### src/rtl/shaper_pkg.sv
package shaper_pkg;

    localparam int NBKT     = 2;
    localparam int DEF_BS_B = 1;
    localparam int DEF_BS_S = 4;

    typedef struct packed {
        logic [4:0] bs_s;
        logic [4:0] bs_b;
        logic [3:0] ir_s;
        logic [3:0] ir_u;
        logic [7:0] ir_b;
    } shp_param_t;

    localparam int PAR_W = $bits(shp_param_t);

    typedef enum logic {
        B_OFF = 1'b0,
        B_RUN = 1'b1
    } bkt_state_t;

    function automatic int shp_tick_base(input int level);
        case (level)
            1:       return 192;
            2:       return 48;
            default: return 1536;
        endcase
    endfunction

endpackage

### src/rtl/shaper_ticker.sv
module shaper_ticker #(
    parameter int CNT_W = 32
) (
    input  logic             clk,
    input  logic             rst_n,
    input  logic             restart,
    input  logic             run,
    input  logic [CNT_W-1:0] period,
    output logic             tick
);
    logic [CNT_W-1:0] cnt;
    logic             at_end;

    assign at_end = (cnt == period - CNT_W'(1));
    assign tick   = run && !restart && at_end;

    always_ff @(posedge clk) begin
        if (!rst_n || restart) begin
            cnt <= '0;
        end else if (run) begin
            cnt <= at_end ? '0 : cnt + CNT_W'(1);
        end
    end
endmodule

### src/rtl/shaper_bucket.sv
module shaper_bucket
    import shaper_pkg::*;
#(
    parameter int LEVEL     = 2,
    parameter int LVL_W     = 40,
    parameter int LEN_W     = 16,
    parameter int CNT_W     = 32,
    parameter bit IS_COMMIT = 1'b1
) (
    input  logic                    clk,
    input  logic                    rst_n,
    input  logic                    wr,
    input  logic [PAR_W-1:0]        word,
    input  logic                    debit,
    input  logic [LEN_W-1:0]        len,
    output logic                    ok,
    output logic                    en,
    output logic signed [LVL_W-1:0] level,
    output logic signed [LVL_W-1:0] cap
);
    localparam int TICK_BASE = shp_tick_base(LEVEL);

    bkt_state_t st, st_nx;
    shp_param_t par, w;
    logic signed [LVL_W-1:0] inc, w_cap, len_s, sum, sat, lvl_nx;
    logic [CNT_W-1:0] period;
    logic tick, w_zero, running;

    assign w       = shp_param_t'(word);
    assign w_zero  = IS_COMMIT && (w.ir_b == '0) && (w.ir_u == '0) && (w.ir_s == '0);
    assign w_cap   = LVL_W'(w.bs_b) << w.bs_s;
    assign cap     = LVL_W'(par.bs_b) << par.bs_s;
    assign inc     = LVL_W'(par.ir_b) << par.ir_u;
    assign period  = CNT_W'(TICK_BASE) << par.ir_s;
    assign len_s   = LVL_W'(len);
    assign running = (st == B_RUN);

    shaper_ticker #(.CNT_W(CNT_W)) u_ticker (
        .clk     (clk),
        .rst_n   (rst_n),
        .restart (wr),
        .run     (running),
        .period  (period),
        .tick    (tick)
    );

    always_comb begin
        st_nx = st;
        unique case (st)
            B_OFF:   if (wr && !w_zero) st_nx = B_RUN;
            B_RUN:   if (wr && w_zero)  st_nx = B_OFF;
            default: st_nx = B_OFF;
        endcase
    end

    always_ff @(posedge clk) begin
        if (!rst_n) st <= B_OFF;
        else        st <= st_nx;
    end

    always_comb begin
        sum    = tick ? level + inc : level;
        sat    = (sum > cap) ? cap : sum;
        lvl_nx = debit ? sat - len_s : sat;
    end

    always_ff @(posedge clk) begin
        if (!rst_n) begin
            par   <= '{bs_s: 5'(DEF_BS_S), bs_b: 5'(DEF_BS_B), ir_s: 4'd0, ir_u: 4'd0, ir_b: 8'd0};
            level <= LVL_W'(DEF_BS_B) << DEF_BS_S;
        end else if (wr) begin
            par   <= w;
            level <= w_cap;
        end else if (running) begin
            level <= lvl_nx;
        end
    end

    always_comb begin
        en = running;
        ok = !running || !level[LVL_W-1];
    end
endmodule

### src/rtl/rate_shaper_node.sv
module rate_shaper_node
    import shaper_pkg::*;
#(
    parameter int LEVEL = 2,
    parameter int LVL_W = 40,
    parameter int LEN_W = 16,
    parameter int CNT_W = 32
) (
    input  logic             clk,
    input  logic             rst_n,
    input  logic             cfg_we,
    input  logic             cfg_sel,
    input  logic [31:0]      cfg_word,
    input  logic             req_valid,
    input  logic [LEN_W-1:0] req_len,
    output logic             eligible,
    output logic             grant
);
    logic [NBKT-1:0]         bkt_ok;
    logic [NBKT-1:0]         bkt_en;
    logic signed [LVL_W-1:0] bkt_lvl [NBKT];
    logic signed [LVL_W-1:0] bkt_cap [NBKT];
    logic                    unused_hi;

    assign unused_hi = ^cfg_word[31:PAR_W];

    for (genvar b = 0; b < NBKT; b++) begin : g_bkt
        shaper_bucket #(
            .LEVEL     (LEVEL),
            .LVL_W     (LVL_W),
            .LEN_W     (LEN_W),
            .CNT_W     (CNT_W),
            .IS_COMMIT (b == 0)
        ) u_bucket (
            .clk   (clk),
            .rst_n (rst_n),
            .wr    (cfg_we && (cfg_sel == 1'(b))),
            .word  (cfg_word[PAR_W-1:0]),
            .debit (grant),
            .len   (req_len),
            .ok    (bkt_ok[b]),
            .en    (bkt_en[b]),
            .level (bkt_lvl[b]),
            .cap   (bkt_cap[b])
        );
    end

    assign eligible = &bkt_ok;
    assign grant    = req_valid && eligible;
endmodule

### config.mk
export PLATFORM = sky130hd
export DESIGN_NAME = rate_shaper_node
export DESIGN_NICKNAME = d
export VERILOG_FILES = /design/src/rtl/shaper_pkg.sv /design/src/rtl/shaper_ticker.sv /design/src/rtl/shaper_bucket.sv /design/src/rtl/rate_shaper_node.sv
export SDC_FILE = /design/constraint.sdc
export NUM_CORES = 1
export LEC_CHECK = 0
export ABC_CLOCK_PERIOD_IN_PS = 19700
export BUFFER_PORTS_ARGS = -buffer_cell sky130_fd_sc_hd__buf_2
export CORE_UTILIZATION = 60
export DETAILED_ROUTE_END_ITERATION = 6
export GPL_ROUTABILITY_DRIVEN = 0
export PLACE_DENSITY = 0.83
export SLEW_MARGIN = 20
export SYNTH_ARGS = -nofsm -noshare
export SYNTH_HDL_FRONTEND = slang
export SYNTH_SLANG_ARGS = --single-unit
### constraint.sdc
create_clock -name clk -period 19.7 [get_ports clk]
set_input_delay 0.985 -clock clk [delete_from_list [all_inputs] [get_ports clk]]
set_output_delay 0.985 -clock clk [all_outputs]
set_load 0.02 [all_outputs]
[Yosys cells after proc, flatten, opt, wreduce, memory -nomap -nowiden]
Index checks and enable logic that the tools add are counted.
Widths: inputs -> output; s select.
Word-level totals
  register bits: 198
  input bits: 53
  output and inout bits: 2
  logic and storage cells: 84
Operators by class
  $add $sub $neg: 8
  $lt $le $gt $ge: 2
  eq/ne operators: 2
  shifts and indexed selects: 7
  multiplexer cells: 17
  bitwise logic cells: 3
  reductions and logical operators: 29
Operator list (number)
  $mux 40: 10
  $shl 5x5->40: 3
  $add 40x40->40: 2
  $gt 40x40->1: 2
  $shl 8x4->40: 2
  $sub 40x17->40: 2
  $add 32x1->32 const B: 2
  $eq 32x32->1: 2
  $mux 32: 2
  $shl 6x4->32 const A: 2
  $sub 32x1->32 const B: 2
  $logic_and 1x1->1: 11
  $logic_not 1->1: 8
  $logic_not 4->1: 2
  $logic_not 8->1: 1
  $logic_or 1x1->1: 4
  $pmux 1 s2: 2
  $reduce_bool 2->1: 2
  $mux 1: 3
  $not 1->1: 3
  $reduce_and 2->1: 1

[Depth between registers and ports, before layout]
  word-level depth: 12
  mapped depth: 48
  mapped depth without buffers: 45

[Cells and area by module]
From an unflattened synthesis, not the netlist that was laid out.
Second synthesis, totals
  cells, all modules: 3344
  area total of the unflattened synthesis: 24941.4 um2
By module, submodules not included
  shaper_bucket (g_bkt[0].u_bucket): instances 1, cells an instance 1357, area an instance 9596.7 um2, seq. area each 1341.3 um2
  shaper_bucket (g_bkt[1].u_bucket): instances 1, cells an instance 1281, area an instance 9310.2 um2, seq. area each 1341.3 um2
  shaper_ticker: instances 2, cells an instance 351, area an instance 3002.9 um2, seq. area each 640.6 um2
  rate_shaper_node: instances 1, cells an instance 4, area an instance 28.8 um2, seq. area each 0.0 um2

[Least setup slack after synthesis]
Ideal clock, no wire load.
  path kind: reg2reg
  start point: reg g_bkt[0].u_bucket.par[9] in the netlist's numbering
  end point: reg g_bkt[0].u_bucket.level[39]
  library setup time: 122 ps
  arrival time: 9821 ps
  required time: 19578 ps
  setup slack: 9757 ps
  cell stages (with the launch flop): 45
  buffers on the path: 6
  period minus slack after synthesis: 9943 ps
  cell sequence: dfxtp_1 -> buf_1 -> mux2i_1 -> nor2_1 -> a31oi_1 -> nor2_1 -> a21oi_1 -> o22ai_1 -> ha_1 -> and3_1 -> and2_1 -> clkbuf_1 -> nand2_1 -> a211oi_1 -> o2111ai_1 -> or4_1 -> clkbuf_1 -> nor3_1 -> [... 9 more ...] -> buf_6 -> buf_2 -> buf_2 -> mux2i_1 -> ha_1 -> a21oi_1 -> nand2_1 -> a221oi_1 -> o22ai_1 -> a21o_1 -> o41ai_1 -> o221ai_1 -> nor3_1 -> mux2i_1 -> or2_2 -> or4_1 -> o21ai_0 -> a21oi_1
On the way
  word-level cells in the longest chain between the ends: 9
Ends and longest elaborated chain
  start, declared: line shaper_bucket.sv:24  | shp_param_t par, w;
  start signal, assigned: line shaper_bucket.sv:69  | par <= '{bs_s: 5'(DEF_BS_S), bs_b: 5'(DEF_BS_B), ir_s: 4'd0, ir_u: 4'd0, ir_b: 8'd0};
  start signal, assigned: line shaper_bucket.sv:72  | par <= w;
  $shl 8x4->40 (*): line shaper_bucket.sv:33  | assign inc = LVL_W'(par.ir_b) << par.ir_u;
  $add 40x40->40 (*): line shaper_bucket.sv:62  | sum = tick ? level + inc : level;
  $mux 40 (*): line shaper_bucket.sv:62
  $gt 40x40->1: line shaper_bucket.sv:63  | sat = (sum > cap) ? cap : sum;
  $mux 40 (*): line shaper_bucket.sv:63
  $sub 40x17->40: line shaper_bucket.sv:64  | lvl_nx = debit ? sat - len_s : sat;
  $mux 40 (*): line shaper_bucket.sv:64
  $mux 40 (*): line shaper_bucket.sv:74  | end else if (running) begin
  $mux 40 (*): line shaper_bucket.sv:71  | end else if (wr) begin
  end signal, assigned: line shaper_bucket.sv:70  | level <= LVL_W'(DEF_BS_B) << DEF_BS_S;
  end signal, assigned: line shaper_bucket.sv:73  | level <= w_cap;
  end signal, assigned: line shaper_bucket.sv:75  | level <= lvl_nx;
  end, declared: line shaper_bucket.sv:18  | output logic signed [LVL_W-1:0] level,
Mark *: on every way between the ends. The rest lies on a longest branch, timed or not. The select of a mux whose other input is x is not followed.
A chain may end at the register's enable or synchronous reset.

[Final worst setup path]
  start point: reg g_bkt[1].u_bucket.par[13] in the netlist's numbering
  end point: reg g_bkt[1].u_bucket.level[26]
On the way
  word-level cells in the longest chain between the ends: 11
Ends and longest elaborated chain
  start, declared: line shaper_bucket.sv:24
  start signal, assigned: line shaper_bucket.sv:69
  start signal, assigned: line shaper_bucket.sv:72
  $shl 6x4->32 (*): line shaper_bucket.sv:34  | assign period = CNT_W'(TICK_BASE) << par.ir_s;
  $sub 32x1->32 (*): line shaper_ticker.sv:14  | assign at_end = (cnt == period - CNT_W'(1));
  $eq 32x32->1 (*): line shaper_ticker.sv:14
  $logic_and 1x1->1 (*): line shaper_ticker.sv:15  | assign tick = run && !restart && at_end;
  $mux 40 (*): line shaper_bucket.sv:62
  $gt 40x40->1: line shaper_bucket.sv:63
  $mux 40 (*): line shaper_bucket.sv:63
  $sub 40x17->40: line shaper_bucket.sv:64
  $mux 40 (*): line shaper_bucket.sv:64
  $mux 40 (*): line shaper_bucket.sv:74
  $mux 40 (*): line shaper_bucket.sv:71
  end signal, assigned: line shaper_bucket.sv:70
  end signal, assigned: line shaper_bucket.sv:73
  end signal, assigned: line shaper_bucket.sv:75
  end, declared: line shaper_bucket.sv:18
Marks and branches as above.

==> impl_metrics.tcl <==
set metrics [dict create \
    cp_common_cell "ha_1" \
    synth_compound_area_share_pct 24.5 \
    synth_top_family_by_area "simple AND/OR/NAND/NOR gates" \
    grt_setup_unrepaired "no" \
    port_buffers 48 \
    num_rows 69 \
    worstReg2RegEnd "g_bkt[1].u_bucket.level[26]$_SDFFE_PN0P_" \
    grt_start_max_net_pins 80 \
    synth-simple-area-share_pct 28.8 \
    crit_slowest_cell "nor3_2" \
    cts-resized-gates 0 \
    die-area_mm2 0.0371 \
    slew-limit-headroom_pct 13.9 \
    fin_nets 3221 \
    grtUsageTotal_pct 39.3 \
    setup_violations 0 \
    yosysTopAreaCell "dfxtp_1" \
    combPwrFrac_pct 74.2 \
    cellLeakagePower_nw 9.26 \
    reg2regPathDepth 35 \
    syn-num-nets 3293 \
    fin_crit_sh_pct 61.1 \
    cp.required_ps 20020 \
    switching_share_pct 52.8 \
    startpoint_type "flip-flop" \
    synth_edf_count 0 \
    pre_cts_ws_ps 8120 \
    drt_pre_antenna_iters 7 \
    fillCellCount 3134 \
    async_flop_share_pct 0 \
    grt_overflow 0 \
    hold_buffers 0 \
    hold_ws_ps 480 \
    fin_ws_ps 7660 \
    grt_pass1_wl_um 115000 \
    synth_cells 3078 \
    r2r-start "g_bkt[1].u_bucket.par[13]$_SDFFE_PN0P_" \
    drtIter0Drc 3058 \
    synthTopCellsByArea "dfxtp_1 18%, ha_1 9.1%, nand2_1 7.4%" \
    max_freq_ghz 0.0831 \
    cts_tree "built" \
    placed_area_mm2 0.0221 \
    avgSynthCellArea_um2 7.08 \
    cts_max_level 4 \
    cts_setup_buffers 0 \
    slowest_delay_ps 960 \
    die_w_um 193 \
    synthFlopType "dfxtp_1" \
    r2r_slack_ps 7660 \
    worst-path-max-fanout 54 \
    cts_max_path_buffers 2 \
    ys_types 99 \
    synthXorXnorAreaFrac_pct 9.03 \
    core_region_area_mm2 0.0357 \
    clk_latency_ps 460 \
    hp-class "reg -> reg" \
    netlist_area_mm2 0.0218 \
    slew_viol_final 0 \
    vias 23900 \
    power_mw 3.45 \
    final_core_util_pct 63.8 \
    whs_endpoint "g_bkt[0].u_bucket.par[5]$_SDFFE_PN0P_" \
    register_area_mm2 0.00396 \
    multi_input_area_mm2 0.0167 \
    hpwl_um 55000 \
    peakVddDrop_v 0.000220 \
    post-route-drc-count 0 \
    grt_pass1_vias 22100 \
    tightest_slew_ps 1290 \
    synth_mux_area_share_pct 4.86 \
    tns_ps 0 \
    detail-route-antenna-nets 0 \
    period_minus_slack_ps 12040 \
    drive_gt1_share_pct 6.56 \
    stdcell_count 3482 \
    p_int_mw 1.63 \
    seqPwrFrac_pct 15.1 \
    wl_um 74200 \
    start_util_pct 61.1 \
    clk_pin_slew_ps 90 \
    area_growth_pct 4.42 \
    synthAdderAreaFrac_pct 9.45 \
    hold_viol 0 \
    critical_path_class "reg -> reg" \
    seq_area_frac_synth_pct 18.2 \
    cp-end-kind "flip-flop" \
    cts_buffers 17 \
    yosys_register_bits 198 \
    viasPerCell 6.86 \
    p_clk_share_pct 10.7 \
    holdPathStages 2 \
    routedWlPerCell_um 21.3 \
    crit_arrival_ps 12350 \
    antenna_found_initial 3 \
    yosysWarnings 0 \
    placed_cells 3448 \
    die_h_um 193 \
    yosysTopAreaCellShare_pct 18.2 \
    clk_root_buffer_cell "clkbuf_16" \
    status "complete, no violations" \
    min_from "g_bkt[0].u_bucket.par[5]$_SDFFE_PN0P_" \
    power.switching_mw 1.82 \
    max_cap_viol_count 0 \
    clock-sinks 198 \
    cellPowerDensity_mw_per_mm2 152 \
    ios 55 \
    finClkSkew_ps 19.7 \
    stdcell_area_mm2 0.0227 \
]
==> kinds of logic after synthesis <==
kind of cell,count (synthesis)
adder cells (fa/ha/maj),162
multiplexers,101
AND/OR/NAND/NOR,1300
XOR/XNOR,219
AO/OA/AOI/OAI,813
buffers and inverters,285
flip-flops,198
==> placed cells by master (no fill, tap or decap), types with 14 or more instances in the layout <==
master	Yosys	final
or2_2	17	17
clkbuf_16	0	17
mux2_2	32	32
a31oi_1	17	17
o21a_1	37	37
a211oi_1	38	38
nor3_1	107	106
nor4_1	25	25
o211ai_1	29	29
dfxtp_1	198	198
nor2b_1	36	35
mux2i_1	67	67
a22oi_1	35	35
xnor2_1	127	127
and3_1	36	36
a222oi_1	19	19
a21oi_1	223	223
and2_1	47	47
nand2b_1	44	44
buf_4	2	27
nand3b_1	14	14
nand3_1	99	99
or3_1	20	20
nand2_1	432	432
a21o_1	52	52
nand4_1	61	61
nor2_1	295	294
o22ai_1	24	24
buf_2	20	48
xor2_1	89	89
o21ai_0	180	179
ha_1	158	158
inv_1	117	117
==> worst max-delay path by stage <==
stage                                               endpoint                                   start
finish              g_bkt[1].u_bucket.level[26]$_SDFFE_PN0P_  g_bkt[1].u_bucket.par[13]$_SDFFE_PN0P_
floorplan           g_bkt[0].u_bucket.level[39]$_SDFFE_PN0P_   g_bkt[0].u_bucket.par[9]$_SDFFE_PN0P_
global placement    g_bkt[1].u_bucket.level[26]$_SDFFE_PN0P_  g_bkt[1].u_bucket.par[13]$_SDFFE_PN0P_
global route        g_bkt[1].u_bucket.level[26]$_SDFFE_PN0P_  g_bkt[1].u_bucket.par[13]$_SDFFE_PN0P_
detailed placement  g_bkt[1].u_bucket.level[26]$_SDFFE_PN0P_  g_bkt[1].u_bucket.par[13]$_SDFFE_PN0P_
CTS                 g_bkt[1].u_bucket.level[26]$_SDFFE_PN0P_  g_bkt[1].u_bucket.par[13]$_SDFFE_PN0P_
==> state kept, by name (all words and copies together), names as in the netlist, named ones only <==
| register | count |
|---|---|
| g_bkt.u_bucket.en | 1 |
| g_bkt.u_bucket.level | 80 |
| g_bkt.u_bucket.par | 52 |
| g_bkt.u_bucket.u_ticker.cnt | 64 |
==> cell usage after synthesis, drive strengths merged, types with 11 or more instances <==
library cell  number
a211oi            38
a21o              52
a21oi            223
a221oi            11
a222oi            19
a22oi             35
a31oi             17
and2              48
and3              36
and4              12
buf               39
clkbuf           126
dfxtp            198
ha               158
inv              118
mux2              32
mux2i             69
nand2            433
nand2b            45
nand3             99
nand3b            14
nand4             62
nor2             295
nor2b             36
nor3             107
nor4              28
o211ai            31
o21a              37
o21ai            186
o21bai            12
o22ai             25
or2               18
or3               20
or4               15
xnor2            128
xor2              89
==> cell type report <==
class	instances	area share [%]
multi-input cells	2595	73.5
clock buffers	19	1.90
flip-flops and latches	198	17.4
diodes	2	0.0220
repair buffers	75	1.95
well taps	461	2.54
inverters	119	1.97
clock inverters	13	0.688
==> per-layer routing <==
layer	vias to the layer above	wire, um	track usage, %
met5	-	12	0
met4	2	5990	28.0
met3	430	8390	8.24
met2	1494	32200	62.1
met1	11000	27500	47.2
li1	11000	-	-
==> power by group through the flow <==
stage / clock [mW] / sequential [mW] / combinational, mW
6_report: 0.370 / 0.520 / 2.56
5_1_grt: 0.384 / 0.523 / 2.75
4_1_cts: 0.367 / 0.514 / 2.47
3_5_place_dp: 0 / 0.522 / 2.46
3_3_place_gp: 0 / 0.520 / 2.37
2_1_floorplan: 0 / 0.484 / 2.00
==> worst max-delay path: cells and delay by family (launching register included) <==
family	cells	cell delay, ps
compound gates	15	3500
xor+xnor	2	540
fa+ha+maj	4	1520
buf+inv	2	720
flops	1	710
mux	1	440
simple gates	11	4450
Power figures use the tool's default switching activity.
